File: src/rtl/wdt_pkg.sv
package wdt_pkg;

  localparam int unsigned CTL_BYTE_W = 8;
  localparam int unsigned CTL_GO_BIT = 7;

  typedef struct packed {
    logic restart;
    logic warn_clr;
  } ctl_cmd_t;

  // Whole-byte command: bit CTL_GO_BIT high restarts, low clears the warning.
  function automatic ctl_cmd_t decode_ctl(input logic we,
                                          input logic [CTL_BYTE_W-1:0] data);
    ctl_cmd_t c;
    c.restart  = we &  data[CTL_GO_BIT];
    c.warn_clr = we & ~data[CTL_GO_BIT];
    return c;
  endfunction

endpackage

File: src/rtl/wdt_fall_detect.sv
module wdt_fall_detect (
  input  logic clk,
  input  logic sig_i,
  output logic fall_o
);

  // Unreset history register so the detector sees the same edges at all times.
  logic sig_q;

  always_ff @(posedge clk) begin
    sig_q <= sig_i;
  end

  assign fall_o = sig_q & ~sig_i;

endmodule

File: src/rtl/wdt_tick_counter.sv
module wdt_tick_counter #(
  parameter int unsigned TIMEOUT_CYC = 1500000,
  parameter int unsigned LEAD_CYC    = 1000
) (
  input  logic clk,
  input  logic rst,
  input  logic hold_i,
  input  logic restart_i,
  output logic warn_hit_o,
  output logic expire_o
);

  localparam int unsigned CNT_W = (TIMEOUT_CYC > 2) ? $clog2(TIMEOUT_CYC) : 1;
  localparam logic [CNT_W-1:0] LAST_V = CNT_W'(TIMEOUT_CYC - 1);
  localparam logic [CNT_W-1:0] WARN_V = CNT_W'(TIMEOUT_CYC - 1 - LEAD_CYC);
  localparam logic [CNT_W-1:0] ONE_V  = CNT_W'(1);

  logic [CNT_W-1:0] cnt_q;
  logic             advance;

  assign advance = ~hold_i & ~restart_i;

  always_comb begin
    expire_o   = advance && (cnt_q == LAST_V);
    warn_hit_o = advance && (cnt_q == WARN_V);
  end

  always_ff @(posedge clk) begin
    if (rst || !advance) begin
      cnt_q <= '0;
    end else if (cnt_q == LAST_V) begin
      cnt_q <= '0;
    end else begin
      cnt_q <= cnt_q + ONE_V;
    end
  end

  AST_RESTART_ZERO: assert property (@(posedge clk) disable iff (rst)
    restart_i |=> (cnt_q == '0));

  AST_EXPIRE_WRAPS: assert property (@(posedge clk) disable iff (rst)
    expire_o |=> ((cnt_q == '0) && !expire_o));

  AST_HOLD_PARKS: assert property (@(posedge clk) disable iff (rst)
    hold_i |=> (cnt_q == '0));

endmodule

File: src/rtl/wdt_status_flags.sv
module wdt_status_flags (
  input  logic clk,
  input  logic rst,
  input  logic warn_set_i,
  input  logic warn_clr_i,
  input  logic ovf_set_i,
  input  logic ovf_wr_clr_i,
  input  logic ovf_hard_clr_i,
  output logic warn_o,
  output logic ovf_o
);

  logic warn_q;
  logic ovf_q;

  // Warning: a new crossing beats any clear arriving with it.
  always_ff @(posedge clk) begin
    if (rst) begin
      warn_q <= 1'b0;
    end else if (warn_set_i) begin
      warn_q <= 1'b1;
    end else if (warn_clr_i) begin
      warn_q <= 1'b0;
    end
  end

  // Cause bit: external reset and sleep dominate; a new overflow beats a write.
  always_ff @(posedge clk) begin
    if (rst || ovf_hard_clr_i) begin
      ovf_q <= 1'b0;
    end else if (ovf_set_i) begin
      ovf_q <= 1'b1;
    end else if (ovf_wr_clr_i) begin
      ovf_q <= 1'b0;
    end
  end

  assign warn_o = warn_q;
  assign ovf_o  = ovf_q;

  AST_WARN_SET_WINS: assert property (@(posedge clk) disable iff (rst)
    warn_set_i |=> warn_q);

  AST_WARN_CLR_TAKES: assert property (@(posedge clk) disable iff (rst)
    (warn_clr_i && !warn_set_i) |=> !warn_q);

  AST_OVF_HARD_CLR: assert property (@(posedge clk) disable iff (rst)
    ovf_hard_clr_i |=> !ovf_q);

endmodule

File: src/rtl/wdt_sentinel.sv
module wdt_sentinel #(
  parameter int unsigned TIMEOUT_CYC = 1500000,
  parameter int unsigned LEAD_CYC    = 1000
) (
  input  logic       clk,
  input  logic       rst,
  input  logic       ctl_we_i,
  input  logic [7:0] ctl_data_i,
  input  logic       warn_we_i,
  input  logic       warn_wdata_i,
  input  logic       ovf_we_i,
  input  logic       ovf_wdata_i,
  input  logic       wake_i,
  input  logic       ext_rst_i,
  input  logic       deep_sleep_i,
  output logic       warn_o,
  output logic       ovf_o,
  output logic       sys_rst_o
);

  import wdt_pkg::*;

  ctl_cmd_t cmd;
  logic     wake_fall;
  logic     warn_hit;
  logic     expire;
  logic     warn_clr;
  logic     ovf_wr_clr;
  logic     ovf_hard_clr;
  logic     sys_rst_q;

  assign cmd          = decode_ctl(ctl_we_i, ctl_data_i);
  assign warn_clr     = cmd.warn_clr | (warn_we_i & ~warn_wdata_i) | wake_fall;
  assign ovf_wr_clr   = ovf_we_i & ~ovf_wdata_i;
  assign ovf_hard_clr = ext_rst_i | deep_sleep_i;

  wdt_fall_detect u_wake_edge (
    .clk    (clk),
    .sig_i  (wake_i),
    .fall_o (wake_fall)
  );

  wdt_tick_counter #(
    .TIMEOUT_CYC (TIMEOUT_CYC),
    .LEAD_CYC    (LEAD_CYC)
  ) u_counter (
    .clk        (clk),
    .rst        (rst),
    .hold_i     (ext_rst_i),
    .restart_i  (cmd.restart),
    .warn_hit_o (warn_hit),
    .expire_o   (expire)
  );

  wdt_status_flags u_flags (
    .clk            (clk),
    .rst            (rst),
    .warn_set_i     (warn_hit),
    .warn_clr_i     (warn_clr),
    .ovf_set_i      (expire),
    .ovf_wr_clr_i   (ovf_wr_clr),
    .ovf_hard_clr_i (ovf_hard_clr),
    .warn_o         (warn_o),
    .ovf_o          (ovf_o)
  );

  always_ff @(posedge clk) begin
    if (rst) begin
      sys_rst_q <= 1'b0;
    end else begin
      sys_rst_q <= expire;
    end
  end

  assign sys_rst_o = sys_rst_q;

  AST_PULSE_SINGLE: assert property (@(posedge clk) disable iff (rst)
    sys_rst_o |=> !sys_rst_o);

  AST_PULSE_MARKS_CAUSE: assert property (@(posedge clk) disable iff (rst)
    (sys_rst_o && !$past(deep_sleep_i)) |-> ovf_o);

  AST_EXT_RST_QUIET: assert property (@(posedge clk) disable iff (rst)
    ext_rst_i |=> (!ovf_o && !sys_rst_o));

  AST_SLEEP_DROPS_CAUSE: assert property (@(posedge clk) disable iff (rst)
    deep_sleep_i |=> !ovf_o);

  AST_WAKE_FALL_CLR: assert property (@(posedge clk) disable iff (rst)
    ($fell(wake_i) && !warn_hit) |=> !warn_o);

  AST_RESTART_NO_PULSE: assert property (@(posedge clk) disable iff (rst)
    (ctl_we_i && ctl_data_i[7]) |=> !sys_rst_o);

endmodule

File: config.mk
export PLATFORM = sky130hd
export DESIGN_NAME = wdt_sentinel
export DESIGN_NICKNAME = d
export VERILOG_FILES = /design/src/rtl/wdt_pkg.sv /design/src/rtl/wdt_fall_detect.sv /design/src/rtl/wdt_tick_counter.sv /design/src/rtl/wdt_status_flags.sv /design/src/rtl/wdt_sentinel.sv
export SDC_FILE = /design/constraint.sdc
export NUM_CORES = 1
export LEC_CHECK = 0
export BUFFER_PORTS_ARGS = -buffer_cell sky130_fd_sc_hd__buf_4
export CORE_MARGIN = 1
export CORE_UTILIZATION = 30
export DETAILED_ROUTE_END_ITERATION = 10
export HOLD_SLACK_MARGIN = 0.06
export PLACE_DENSITY = 0.57
export SETUP_SLACK_MARGIN = 0.5
export SLEW_MARGIN = 20
export SYNTH_ARGS = -nofsm -noshare
export SYNTH_HDL_FRONTEND = slang
export SYNTH_HIERARCHICAL = 1
export SYNTH_SLANG_ARGS = --single-unit
File: constraint.sdc
create_clock -name clk -period 5.1 [get_ports clk]
set_input_delay 0.255 -clock clk [delete_from_list [all_inputs] [get_ports clk]]
set_output_delay 0.255 -clock clk [all_outputs]
set_load 0.05 [all_outputs]
Word level (Yosys, flattened, before mapping):

Cells that the tools add are included.

* add/subtract/negate cells: 1
* multiply operators: 0
* div/mod/pow operators: 0
* magnitude comparators: 0
* eq/ne operators: 2
* shifts and indexed selects: 0
* mux-type cells: 4
* bitwise logic cells: 15
* reductions and logical operators: 8

Operators with widths (count)
* equality test 21 bit, second input constant: 2
* adder 21 x 1 -> 21 bit, second input constant: 1
* bitwise AND 1 bit: 6
* inverter 1 bit: 6
* 2-to-1 mux 1 bit: 4
* nonzero test 2 bit: 2
* OR 1 bit: 3
* logical AND 1 bit: 2
* logical OR 1 bit: 2
* OR reduction 2 bit: 1
* logical NOT 1 bit: 1

* register bits after elaboration: 25
* latch bits: 0
* bits in writable memories: 0
* ROM bits: 0
* input port bits: 18
* output and inout bits: 3
* memories kept: 0

Longest topological paths before layout:

Gate-level depths: netlist of the first run.

* word-level depth: 6
* mapped depth: 7
* depth with buffers taken out: 7

Cells and area by module:

The synthesis of the first run kept the hierarchy.

By module, submodules not included
* wdt_tick_counter: instances 1, cells an instance 119, area each 994.7 um2
* wdt_status_flags: instances 1, cells an instance 8, area each 83.8 um2
* wdt_sentinel: instances 1, cells an instance 8, area each 63.8 um2
* wdt_fall_detect: instances 1, cells an instance 2, area each 33.8 um2

Worst setup path after synthesis of the first run:

No wires, ideal clock.

* kind: register to register
* start point: reg u_counter.cnt_q[8]
* end point: reg u_counter.cnt_q[15]
* setup time: 0.071 ns
* arrival: 1.588 ns
* required time: 5.029 ns
* slack: 3.442 ns
* cell stages (with the launch flop): 5
* clock period less this slack: 1.658 ns
* path through: dfxtp_1 -> nand4_2 -> or4_4 -> or3_1 -> a21oi_1

* longest elaborated chain between the ends: 2
* elaborated cells between the ends (all ways): 3
* classes of those cells: 1 x add/sub; 1 x eq/ne; 1 x reduce/logical

Ends and longest elaborated chain
* start: declaration: RTL line wdt_tick_counter.sv:18 `logic [CNT_W-1:0] cnt_q;`
* start signal: assignment: RTL line wdt_tick_counter.sv:34 `cnt_q <= cnt_q + ONE_V;`
* parallel branches: the longest is 2 deep, another holds adder 21 x 1 -> 21 bit

Several ways; the timed one is not identified.
A chain may end at the register's enable or synchronous reset.

Final worst setup path of the first run:

* start point: reg u_counter.cnt_q[0]
* end point: reg u_counter.cnt_q[20]

The elaborated chain is that of the path after synthesis.

==> results of run 1 <==
-- cell usage in the layout, fill, tap and decap left out, drive strengths merged, types with 2 or more instances in the layout --
cell type,n
and4,3
nand4,8
dfxtp,25
xnor2,10
nand2,5
nand3,8
o21ai,6
or4,2
a21oi,6
nor3,6
nor2,21
inv,6
clkbuf,4
or3,7
xor2,4
nor2b,4
and2,2
nor4,3
buf,14
-- where the power goes --
group | internal [µW] | switching, µW
clock network | 55.9 | 60.1
logic | 8.27 | 6.13
registers | 196 | 0.856
-- per-stage QoR --
step,instances,area (µm²),utilization (%)
detailed placement,195,1330,35.7
global placement,195,1330,35.7
floorplan,137,1180,-
CTS,199,1370,36.9
finish,199,1370,36.9
global route,199,1370,36.9
-- flip-flops by register name, summed over array words and instances, names as in the netlist --
register           flops
u_flags/warn_o         1
sys_rst_o              1
u_flags/ovf_o          1
u_counter/cnt_q       21
u_wake_edge/sig_q      1
-- worst min path at each step --
stage	end	slack (ns)
2_1_floorplan	u_wake_edge/sig_q	0.28
3_3_place_gp	u_wake_edge/sig_q	0.39
3_5_place_dp	u_wake_edge/sig_q	0.39
4_1_cts	u_wake_edge/sig_q	0.11
5_1_grt	u_wake_edge/sig_q	0.1
6_report	u_wake_edge/sig_q	0.11
-- layout make-up --
cell class	instances	area, µm²
Multi-Input combinational cell	102	637
Tap cell	48	60.1
Inverter	6	22.5
Clock buffer	4	45.0
Timing Repair Buffer	14	105
Sequential cell	25	500
Fill cell	392	2350
-- critical path: stages (launching register included) --
cell     delay, ns
dfxtp_1       0.40
ha_1          0.29
nand3_1       0.20
or3_1         0.43
or3_1         0.33
a21oi_1       0.14
-- routing by layer --
metal / track usage, % / vias up / share of wire, %
met5: 0 / - / 0
met4: 5.83 / 0 / 2.0
met3: 2.29 / 5 / 4.1
met2: 19.9 / 17 / 44
met1: 14.6 / 445 / 50
li1: - / 507 / -
-- kinds of logic after synthesis --
logic type               after synthesis  share of synthesized area (%)
XOR/XNOR                              14                           10.4
flip-flops                            25                           42.6
AO/OA/AOI/OAI                         14                           6.92
adder cells (fa/ha/maj)                1                           1.06
AND/OR/NAND/NOR                       73                           35.7
buffers and inverters                 10                           3.30
==> results.yml, run 1 <==
outcome:
  status: "complete, no violations"
yosys:
  synth_top_area_cell: "dfxtp_1"
  yosysMostFrequentCell: "dfxtp_1"
  async_flop_share_pct: 0
  syn-instance-count: 137
  syn_area_mm2: 0.00118
  syn_area_per_cell_um2: 8.58
  synthTopCellsByArea: "dfxtp_1 43%, xnor2_1 7.4%, nor2_1 6.7%, or3_1 3.7%, nand3_1 3.4%"
  synth_edf_count: 0
  synth_common_cells: "25 x dfxtp_1, 21 x nor2_1, 10 x xnor2_1"
  post_synth_num_cell_types: 31
  synth_ff_type: "dfxtp_1"
  synth-seq-cells: 25
  synth_top_area_share_pct: 42.6
  synth_nets: 156
  yosysSeqAreaShare_pct: 42.6
  yosysWarnings: 6
sta:
  rsz0062_at_grt: "no"
  min_period_ns: 1.85
  skew_ns: 0.00408
  setup_violations: 0
  layout_setup_ws_ns: 3.25
  setup-tns-final_ns: 0
  hold_slack_ns: 0.115
  slew-limit-headroom_pct: 77.9
  worst_pin_slew_ns: 0.328
  slew_viol_final: 0
  max_freq_mhz: 542
  finalHoldViolCount: 0
  fin_crit_sh_pct: 36.2
die:
  coreArea_mm2: 0.00372
  initial_core_util_pct: 31.6
  die_w_um: 64.6
  die_h_um: 64.6
  die_area_mm2: 0.00418
  row_count: 22
  ios: 21
grt:
  antenna_found_initial: 0
  grt_pass1_vias: 926
  grt_first_pass_wirelength_um: 3910
  overflow: 0
  grt_max_degree: 22
  grt_usage_pct: 11.9
clocking:
  cts_tree: "yes"
  clk_path_buf_depth: 2
  clkSinkCount: 25
  cts_made_buffers: 3
  clk_pin_slew_worst_paths_ns: 0.08
  cts_resized: 0
  post_cts_buffers: 0
  clockRootBuffer: "clkbuf_8"
  cts_max_level: 1
  holdBufCountCts: 0
  insertion_delay_ns: 0.27
placement:
  dp_slack_ns: 3.26
  port_buffers: 13
  gp_congestion: 0.785
  place_hpwl_um: 1610
power:
  power.density_mw_per_mm2: 239
  leakagePower_uw: 0.000448
  ir_worst_vdd_mv: 0.0703
  finalPower_uw: 327
routing:
  postRouteAntennaNets: 0
  routed_wl_um: 2210
  wl_per_cell_um: 11.1
  drc: 0
  drt_first_pass_iters: 3
  drt_iter0_markers: 18
  vias: 974
  vias_per_cell: 4.89
layout:
  layout-drive-gt1-share_pct: 16.6
  fin_nets: 171
  syn_to_final_growth_pct: 16.5
  num_antenna_cells: 0
setup_path:
  crit_start: "u_counter/cnt_q[0]"
  critPathArrivalTime_ns: 2.05
  worstSetupEndpoint: "u_counter/cnt_q[20]"
  worst-endpoint-required_ns: 5.30
  worstRegToRegCells: 5
  regToRegSetupSlack_ns: 3.25
  r2r-end: "u_counter/cnt_q[20]"
  crit_fanout: 5
  end_kind: "flop"
  crit_type: "flop to flop"
  start_kind: "flop"
  r2r_start: "u_counter/cnt_q[0]"
worst_hold_path:
  hold_class: "primary input to flop"
  worstHoldStart: "wake_i"
  min_path_cells: 1
run:
  maxCapViolCount: 0
No activity file was read; power rests on OpenSTA's default activity.
==> run 2: changes to the inputs <==
--- a/config.mk
+++ b/config.mk
@@ -10,7 +10,7 @@
 export CORE_UTILIZATION = 30
 export DETAILED_ROUTE_END_ITERATION = 10
 export HOLD_SLACK_MARGIN = 0.06
-export PLACE_DENSITY = 0.57
+export PLACE_DENSITY = 0.59
 export SETUP_SLACK_MARGIN = 0.5
 export SLEW_MARGIN = 20
 export SYNTH_ARGS = -nofsm -noshare
==> constraint.sdc (replaced) <==
create_clock -name clk -period 1.6 [get_ports clk]
set_input_delay 0.08 -clock clk [delete_from_list [all_inputs] [get_ports clk]]
set_output_delay 0.08 -clock clk [all_outputs]
set_load 0.05 [all_outputs]
==> results.yml, run 2 (synthesis results as in run 1) <==
placement:
  place_area_mm2: 0.00148
  port_buffers: 13
  dp.cells: 209
  place_hpwl_um: 1790
  gp_congestion: 0.790
routing:
  vias_per_cell: 4.89
  postRouteAntennaNets: 0
  wl_per_cell_um: 12.8
  drc: 0
  top_layer: "met4"
  wl_met3_um: 79
  vias: 1125
  wl_met1_um: 1290
  drt_iter0_markers: 39
  drt_first_pass_iters: 3
  wl_met2_um: 1570
  routed_wl_um: 2950
setup_path:
  path_buf_inv: 3
  crit_type: "flop to flop"
  end_kind: "flop"
  crit_fanout: 6
  worstRegToRegCells: 8
  cp_slowest_cell: "dfxtp_4"
  critPathArrivalTime_ns: 1.76
  crit_cells: 8
  cpLargestDelayFamily: "buffers and inverters"
  start_kind: "flop"
  critPathMaxStageDelay_ns: 0.38
  path_cells: "ha_4, and4b_1, nand4_1, buf_4, o21ai_4, buf_6, buf_8, nor2_1"
  worst-endpoint-required_ns: 1.76
clocking:
  cts_tree: "yes"
  cts_made_buffers: 3
  cts_max_level: 1
  clockRootBuffer: "clkbuf_8"
  clk_path_buf_depth: 2
  clk_pin_slew_worst_paths_ns: 0.08
  insertion_delay_ns: 0.26
  clkSinkCount: 25
layout:
  fill_cells: 352
  regMostFlops: "u_counter/cnt_q"
  syn_to_final_growth_pct: 57.0
  multiInputGateArea_um2: 808
  seqCellArea_um2: 536
  fin_area_mm2: 0.00185
  layout-drive-gt1-share_pct: 49.5
  fin_nets: 202
  layout_common_cells: "36 x buf_4, 13 x dfxtp_1, 12 x nor2_1, 9 x xnor2_1, 8 x dfxtp_4"
  finalNonFillerCells: 230
  final_common_cell: "buf_4"
  num_antenna_cells: 0
  largest_register_ffs: 21
sta:
  finalHoldViolCount: 0
  slew_viol_final: 0
  min_period_ns: 1.59
  max_freq_mhz: 628
  hold_slack_ns: 0.130
  slew-limit-headroom_pct: 75.4
  rsz0062_at_grt: "yes"
  skew_ns: 0.00249
  setup_violations: 0
  worst_pin_slew_ns: 0.366
  fin_crit_sh_pct: 99.6
outcome:
  status: "complete, no violations"
die:
  row_count: 22
  coreArea_mm2: 0.00372
  die_w_um: 64.6
  die_area_mm2: 0.00418
  ios: 21
  die_h_um: 64.6
  initial_core_util_pct: 31.6
grt:
  grt_max_degree: 14
  grt_usage_pct: 14.2
  antenna_found_initial: 0
  grt_first_pass_wirelength_um: 4550
  grt_pass1_vias: 1049
  overflow: 0
power:
  leakagePower_uw: 0.000657
  internal_power_uw: 836
  swShare_pct: 21.4
  switching_power_uw: 228
  combPwrFrac_pct: 7.3
  pwr-share-seq_pct: 57.9
  clkPwrFrac_pct: 34.8
  power.density_mw_per_mm2: 576
  ir_worst_vdd_mv: 0.247
worst_hold_path:
  hold_class: "primary input to flop"
  min_path_cells: 4
run:
  maxCapViolCount: 0
run 2: cell count changes in the layout (fill, tap and decap cells not counted), sizes merged:
| cell | change |
|---|---|
| buf | +28 |
| dlygate4sd3 | +3 |
run 2: final cells by class:
class	instances	area share [%]
multi-input cells	102	43.8
flip-flops and latches	25	29.0
repair buffers	45	20.3
well taps	48	3.25
clock buffers	4	2.44
inverters	6	1.22
run 2: power by group through the flow:
stage          combinational (µW)  sequential, µW  clock (µW)
6_report                     77.9             616         370
5_1_grt                      83.6             617         418
4_1_cts                      68.5             618         387
3_5_place_dp                 50.0             640           0
3_3_place_gp                 48.9             640           0
2_1_floorplan                23.2             640           0
run 2: what timing repair did:
| item | 4_1_cts | 5_1_grt |
|---|---|---|
| hold buffers | 3 | 0 |
| pin swaps | 12 | 15 |
| endpoints found under the hold margin | 3 | 0 |
| resized for setup | 20 | 31 |
| cloned | 1 | 0 |
| setup endpoints to repair | 24 | 24 |
| setup buffers | 10 | 3 |
run 2: worst paths after layout:
check,from,end,slack (ns)
max,u_counter/cnt_q[0],u_counter/cnt_q[2],0.007
min,deep_sleep_i,u_flags/ovf_o,0.13
max reg2reg,u_counter/cnt_q[0],u_counter/cnt_q[2],0.007
min reg2reg,u_counter/cnt_q[0],u_counter/cnt_q[0],0.45
run 2: worst min-delay path, stage by stage:
cell and delay, ns:
buf_4 0.07, or2_2 0.09, nor2_1 0.03, o21a_1 0.08
run 2: per-layer routing:
| layer | vias to the layer above | global-route usage [%] |
|---|---|---|
| met1 | 535 | 16.5 |
| met2 | 14 | 25.4 |
| met4 | 0 | 5.83 |
| li1 | 574 | - |
| met3 | 2 | 2.64 |
| met5 | - | 0 |
run 2: stage by stage:
step	util [%]	setup TNS (ns)	worst slack, ns	total power (µW)
2_1_floorplan	-	0	0.0838	663
3_3_place_gp	39.8	0	0.0484	689
3_5_place_dp	39.8	0	0.0275	690
4_1_cts	45.9	0	0.0265	1070
5_1_grt	49.7	-0.613	-0.0557	1120
6_report	49.7	0	0.00714	1060
